## config.mk

```make
export PLATFORM = sky130hd
export DESIGN_NAME = smul_top
export DESIGN_NICKNAME = d
export VERILOG_FILES = /design/src/rtl/smul_pkg.sv /design/src/rtl/smul_fa.sv /design/src/rtl/smul_ppgen.sv /design/src/rtl/smul_array.sv /design/src/rtl/smul_top.sv
export SDC_FILE = /design/constraint.sdc
export NUM_CORES = 1
export LEC_CHECK = 0
export ABC_CLOCK_PERIOD_IN_PS = 900
export BUFFER_PORTS_ARGS = -buffer_cell sky130_fd_sc_hd__buf_4
export CAP_MARGIN = 25
export CORE_ASPECT_RATIO = 0.75
export CORE_MARGIN = 2
export CORE_UTILIZATION = 30
export DETAILED_ROUTE_END_ITERATION = 6
export SYNTH_ARGS = -nofsm -noshare
export SYNTH_HDL_FRONTEND = slang
export SYNTH_SLANG_ARGS = --single-unit
```

## constraint.sdc

```tcl
create_clock -name clk -period 0.9 [get_ports clk]
set_clock_uncertainty 0.15 [all_clocks]
set_input_delay 0.045 -clock clk [delete_from_list [all_inputs] [get_ports clk]]
set_output_delay 0.045 -clock clk [all_outputs]
set_load 0.01 [all_outputs]
```

## src/rtl/smul_pkg.sv

```systemverilog
package smul_pkg;

  // One partial-product bit; inverted when exactly one index is a sign bit.
  function automatic logic pp_term(input logic a_bit, input logic b_bit,
                                   input logic flip);
    logic t;
    t = a_bit & b_bit;
    return flip ? ~t : t;
  endfunction

  // True when a (row, column) pair touches exactly one sign position.
  function automatic logic is_mixed_sign(input int row, input int col,
                                         input int w);
    return (row == w - 1) != (col == w - 1);
  endfunction

  // Full-adder sum and carry kept as functions for reuse by checkers.
  function automatic logic fa_sum(input logic x, input logic y, input logic z);
    return x ^ y ^ z;
  endfunction

  function automatic logic fa_carry(input logic x, input logic y, input logic z);
    return (x & y) | (x & z) | (y & z);
  endfunction

endpackage

```

## src/rtl/smul_fa.sv

```systemverilog
module smul_fa (
  input  logic x,
  input  logic y,
  input  logic z,
  output logic s,
  output logic co
);
  assign s  = smul_pkg::fa_sum(x, y, z);
  assign co = smul_pkg::fa_carry(x, y, z);
endmodule

```

## src/rtl/smul_ppgen.sv

```systemverilog
module smul_ppgen #(
  parameter int WIDTH = 8
) (
  input  logic [WIDTH-1:0]                  mcand,
  input  logic [WIDTH-1:0]                  mplier,
  output logic [WIDTH-1:0][2*WIDTH-1:0]     pp_rows,
  output logic [2*WIDTH-1:0]                corr_row
);
  localparam int PW = 2 * WIDTH;

  always_comb begin
    pp_rows = '0;
    for (int r = 0; r < WIDTH; r++) begin
      for (int c = 0; c < WIDTH; c++) begin
        pp_rows[r][r+c] = smul_pkg::pp_term(mcand[c], mplier[r],
                            smul_pkg::is_mixed_sign(r, c, WIDTH));
      end
    end
  end

  always_comb begin
    corr_row           = '0;
    corr_row[WIDTH]    = 1'b1;
    corr_row[PW-1]     = 1'b1;
  end
endmodule

```

## src/rtl/smul_array.sv

```systemverilog
module smul_array #(
  parameter int WIDTH = 8
) (
  input  logic [WIDTH-1:0][2*WIDTH-1:0] pp_rows,
  input  logic [2*WIDTH-1:0]            corr_row,
  output logic [2*WIDTH-1:0]            sum_vec,
  output logic [2*WIDTH-1:0]            carry_vec,
  output logic [2*WIDTH-1:0]            result
);
  localparam int PW     = 2 * WIDTH;
  localparam int STAGES = WIDTH - 1;

  logic [WIDTH-1:0][PW-1:0] acc_s;
  logic [WIDTH-1:0][PW-1:0] acc_c;

  assign acc_s[0] = pp_rows[0];
  assign acc_c[0] = pp_rows[1];

  // Carry-save rows: each stage folds in one further addend.
  for (genvar k = 0; k < STAGES; k++) begin : g_csa
    logic [PW-1:0] addend;
    logic [PW-1:0] s_bits;
    logic [PW-2:0] c_bits;
    if (k + 2 < WIDTH) begin : g_pp
      assign addend = pp_rows[k+2];
    end else begin : g_corr
      assign addend = corr_row;
    end
    for (genvar b = 0; b < PW - 1; b++) begin : g_bit
      smul_fa u_fa (
        .x (acc_s[k][b]),
        .y (acc_c[k][b]),
        .z (addend[b]),
        .s (s_bits[b]),
        .co(c_bits[b])
      );
    end
    assign s_bits[PW-1] = acc_s[k][PW-1] ^ acc_c[k][PW-1] ^ addend[PW-1];
    assign acc_s[k+1]   = s_bits;
    assign acc_c[k+1]   = {c_bits, 1'b0};
  end

  assign sum_vec   = acc_s[WIDTH-1];
  assign carry_vec = acc_c[WIDTH-1];

  // Final ripple stage; carry out of the top column is discarded.
  logic [PW-1:0] rc;
  assign rc[0] = 1'b0;
  for (genvar b = 0; b < PW - 1; b++) begin : g_rip
    smul_fa u_fa (
      .x (sum_vec[b]),
      .y (carry_vec[b]),
      .z (rc[b]),
      .s (result[b]),
      .co(rc[b+1])
    );
  end
  assign result[PW-1] = sum_vec[PW-1] ^ carry_vec[PW-1] ^ rc[PW-1];
endmodule

```

## src/rtl/smul_top.sv

```systemverilog
module smul_top #(
  parameter int WIDTH   = 8,
  parameter bit OUT_REG = 1'b1
) (
  input  logic                 clk,
  input  logic                 rst_n,
  input  logic                 in_valid,
  input  logic [WIDTH-1:0]     mcand,
  input  logic [WIDTH-1:0]     mplier,
  output logic                 out_valid,
  output logic [2*WIDTH-1:0]   product
);
  localparam int PW = 2 * WIDTH;

  logic [WIDTH-1:0][PW-1:0] pp_rows;
  logic [PW-1:0]            corr_row;
  logic [PW-1:0]            sum_vec;
  logic [PW-1:0]            carry_vec;
  logic [PW-1:0]            comb_product;

  smul_ppgen #(.WIDTH(WIDTH)) u_ppgen (
    .mcand   (mcand),
    .mplier  (mplier),
    .pp_rows (pp_rows),
    .corr_row(corr_row)
  );

  smul_array #(.WIDTH(WIDTH)) u_array (
    .pp_rows  (pp_rows),
    .corr_row (corr_row),
    .sum_vec  (sum_vec),
    .carry_vec(carry_vec),
    .result   (comb_product)
  );

  if (OUT_REG) begin : g_reg
    always_ff @(posedge clk or negedge rst_n) begin
      if (!rst_n) begin
        out_valid <= 1'b0;
        product   <= '0;
      end else begin
        out_valid <= in_valid;
        if (in_valid) product <= comb_product;
      end
    end
  end else begin : g_comb
    assign out_valid = in_valid;
    assign product   = comb_product;
  end
endmodule

```

==> summary.md <==
| Metric | Value |
|---|---|
| Synth top cells by count | fa_1 (47), nand2_1 (41), inv_1 (34) |
| Post-place instance area | 2914 um^2 |
| Sw Ratio | 38.42% |
| Number of distinct library cells after synthesis | 16 |
| Max VDD drop | 1.808 mV |
| DR vias | roughly 1600 |
| Die height | roughly 78 um |
| Synthesis-stage register bit count | 17 |
| Max cap viols | 0 |
| CTS tree | built |
| Starting Density | between 30% and 40% |
| Status | complete, but fails checks |
| WHS Path Cells | 2 |
| Row Count | 27 |
| Yosys top cell area share | a little over two fifths |
| Clock Sinks | 17 |
| Reg2Reg Setup Slack | -0.15 ns |
| Critical Path Fanout Max | 3 |
| Crit path from | mcand[7] |
| ANT cells | 0 |
| # DRC | 0 |
| RePlAce Congestion | 0.7443 |
| Num CTS Buffers | 3 |
| Synth Flop Type | dfrtp_1 |
| Total I/O pin count | 36 |
| RSZ-0062 raised after global routing | yes |
| Nets | ~360 |
| Crit. End Element | flip-flop |
| Root buffer cell | clkbuf_8 |
| Synth Area per Inst | about 11 um^2 |
| Total gr overflow | 0 |
| CORE AREA | 7263 um^2 |
| Top cells by area, synth | fa_1 (42%), dfrtp_1 (19%), ha_1 (9.0%) |
| Largest net degree at the start of global routing | 18 |
| Final Hold Vio Count | 0 |
| Net Sw Power | about 0.0032 W |
| Final setup margin | -4.714 ns |
| Async set-reset flop share out of synthesis | between 90% and 100% |
| Clock power frac | 6.7% |
| Min Hold Slack | 0.01189 ns |
| Syn Nets | 286 |
| Power per cell area | 2553 nW/um^2 |
| CP Launch Type | primary input |
| CP arrival | 5.60 ns |
| H-Tree Depth | 1 |
| I/O Buffers | 35 |
| Fill cell total of the finished layout | ~700 |
| R2R Path Start | product[4]$_DFFE_PN0P_ |
| Routed Antenna Nets | 0 |
| Mapped cell area | between 2000 and 2500 um^2 |
| Dominant cell type by area after synthesis | fa_1 |
| Fin crit share | 623.7% |
| WP data required | 0.89 ns |
| Failing checks | negative setup slack |
| Post-synth EDFFs | 0 |
| Clk Latency, worst-skew pair | 0.25 ns |
| Pwr Total | between 0.008 and 0.009 W |
| Leak | 1.515 nW |
| Final Instance Area | 3296 um^2 |
| Initial antenna violation count | 0 |
| P_int | roughly 0.0052 W |
| Clock buffer depth | 2 |
| Worst slew margin relative to its limit | between 80% and 90% |
| Measured slew at the worst slew-check pin | 0.2262 ns |
| Comb power frac | 77.2% |
| Worst min path class | primary input to flip-flop |
| Fmax | 0.1781 GHz |
| Clock Pin Slew Worst Setup and Hold Paths | ~0.070 ns |
| Vias in the first global route | roughly 1700 |
| P&R area growth vs syn | 48.65% |
| First-pass GRT wire length | slightly below 8000 um |
| Worst reg2reg path depth | 2 |
| Fin crit period | 5.614 ns |
| Worst reg2reg path endpoint | product[4]$_DFFE_PN0P_ |
| WL/cell | approximately 12 um |
| Number of vias per cell | between 4 and 5 |
| Crit Path Category | primary input to flip-flop |
| Pre-antenna DRT Iters | 4 |
| Cells after Synth | between 200 and 250 |
| Critical Path End | product[14]$_DFFE_PN0P_ |
| Fraction of layout cells with a size suffix above 1 | around half |
| Synth warnings | 0 |
| # setup viols final | 32 |
| Sequential power share | 16.1% |
| Detailed placement HPWL | just under 4000 um |
| Top-count cell post-synth | fa_1 |
| Max-slew violations | 0 |
| Die width | approximately 100 um |
| GR Util All Layers | between 10% and 20% |
| Final WL | 4538 um |
| Die area | 8101 um^2 |
| DRT iter0 DRCs | 15 |
| Sequential share of the synthesized area | a little under a fifth |
how the worst min path moves through the flow:
stage             start                      to  slack [ns]
2_1_floorplan     rst_n     out_valid$_DFF_PN0_       -0.40
3_3_place_gp      rst_n  product[3]$_DFFE_PN0P_       -0.23
3_5_place_dp      rst_n  product[2]$_DFFE_PN0P_       -0.23
4_1_cts        mcand[0]  product[0]$_DFFE_PN0P_        0.03
5_1_grt        in_valid  product[0]$_DFFE_PN0P_        0.02
6_report       in_valid  product[0]$_DFFE_PN0P_        0.01
worst max-delay path, stage by stage:
cell	delay, ns
buf_8	0.10
and2_4	0.15
fa_2	0.52
fa_1	0.43
fa_2	0.54
fa_2	0.43
inv_2	0.06
fa_2	0.44
fa_2	0.56
ha_4	0.14
ha_4	0.13
fa_2	0.20
fa_2	0.19
inv_2	0.04
fa_2	0.33
fa_2	0.35
fa_2	0.35
fa_2	0.53
a21oi_1	0.06
sequential cells by signal, summed over array words and instances (netlist names):
name / count
out_valid: 1
product: 16
stage by stage:
step | cells | TNS [ns] | util, % | setup slack (ns)
after floorplan | 204 | -43.72 | - | -4.808
after global placement | 361 | -46.64 | 40.12 | -4.957
after detailed placement | 361 | -47.21 | 40.12 | -5.065
after CTS | 376 | -44.48 | 44.67 | -4.751
after global routing | 379 | -46.20 | 45.37 | -4.857
final | 379 | -44.42 | 45.37 | -4.714
metal layers:
layer	vias up	part of all wire, %	global-route usage, %	wire (um)
met5	-	0	0	0
met4	0	0	0.7895	0
met3	0	3.4	2.582	155
met2	29	49	20.65	2214
met1	835	48	17.04	2168
li1	756	-	-	-
power by group through the flow:
| stage | Combinational (W) | Clock [W] | Sequential [W] |
|---|---|---|---|
| after floorplan | 0.00394 | 0 | 0.00144 |
| after global placement | 0.00571 | 0 | 0.00131 |
| after detailed placement | 0.00594 | 0 | 0.00130 |
| after CTS | 0.00666 | 0.000587 | 0.00135 |
| after global routing | 0.00745 | 0.000617 | 0.00139 |
| final | 0.00650 | 0.000567 | 0.00135 |
cells in the final DEF, fill, tap and decap left out:
cell type and count:
nor2_1 5, dlygate4sd3_1 2, ha_1 9, fa_1 26
fa_2 21, and2_1 17, xnor2_1 1, dfrtp_1 17
clkbuf_8 3, buf_8 4, nand2_2 3, nand3_1 1
inv_2 7, o21ai_1 1, mux2_4 10, buf_4 34
and2_4 5, nand2_1 33, a21oi_1 5, ha_4 7
buf_12 1, nand2_4 5, buf_6 33, inv_1 27
clkinv_2 1
kinds of logic (layout without fill, tap and decap cells):
group | Yosys count | count (layout) | share of synthesized area [%]
flops | 17 | 17 | 19.19
xor+xnor | 1 | 1 | 0.3951
buf+inv | 38 | 112 | 6.941
simple gates | 69 | 69 | 14.22
compound gates | 6 | 6 | 1.354
fa+ha+maj | 63 | 63 | 51.47
mux | 10 | 10 | 6.434
repair_timing:
| item | 4_1_cts | 5_1_grt |
|---|---|---|
| gates cloned | 0 | 0 |
| setup endpoints to repair | 32 | 33 |
| pin swaps | 21 | 13 |
| hold buffers | 2 | 0 |
| hold endpoints to repair | 18 | 0 |
| resized for setup | 52 | 10 |
| buffers inserted | 9 | 4 |
cell type report:
type	count	area (um^2)	share of cell area [%]
clock buffers	3	41.29	1.253
clock inverters	1	5.005	0.1519
inverters	34	127.6	3.872
multi-input cells	149	1843	55.92
flip-flops and latches	17	425.4	12.91
well taps	101	126.4	3.834
repair buffers	74	726.9	22.06
Note: power is estimated with default switching activity, not from simulation.
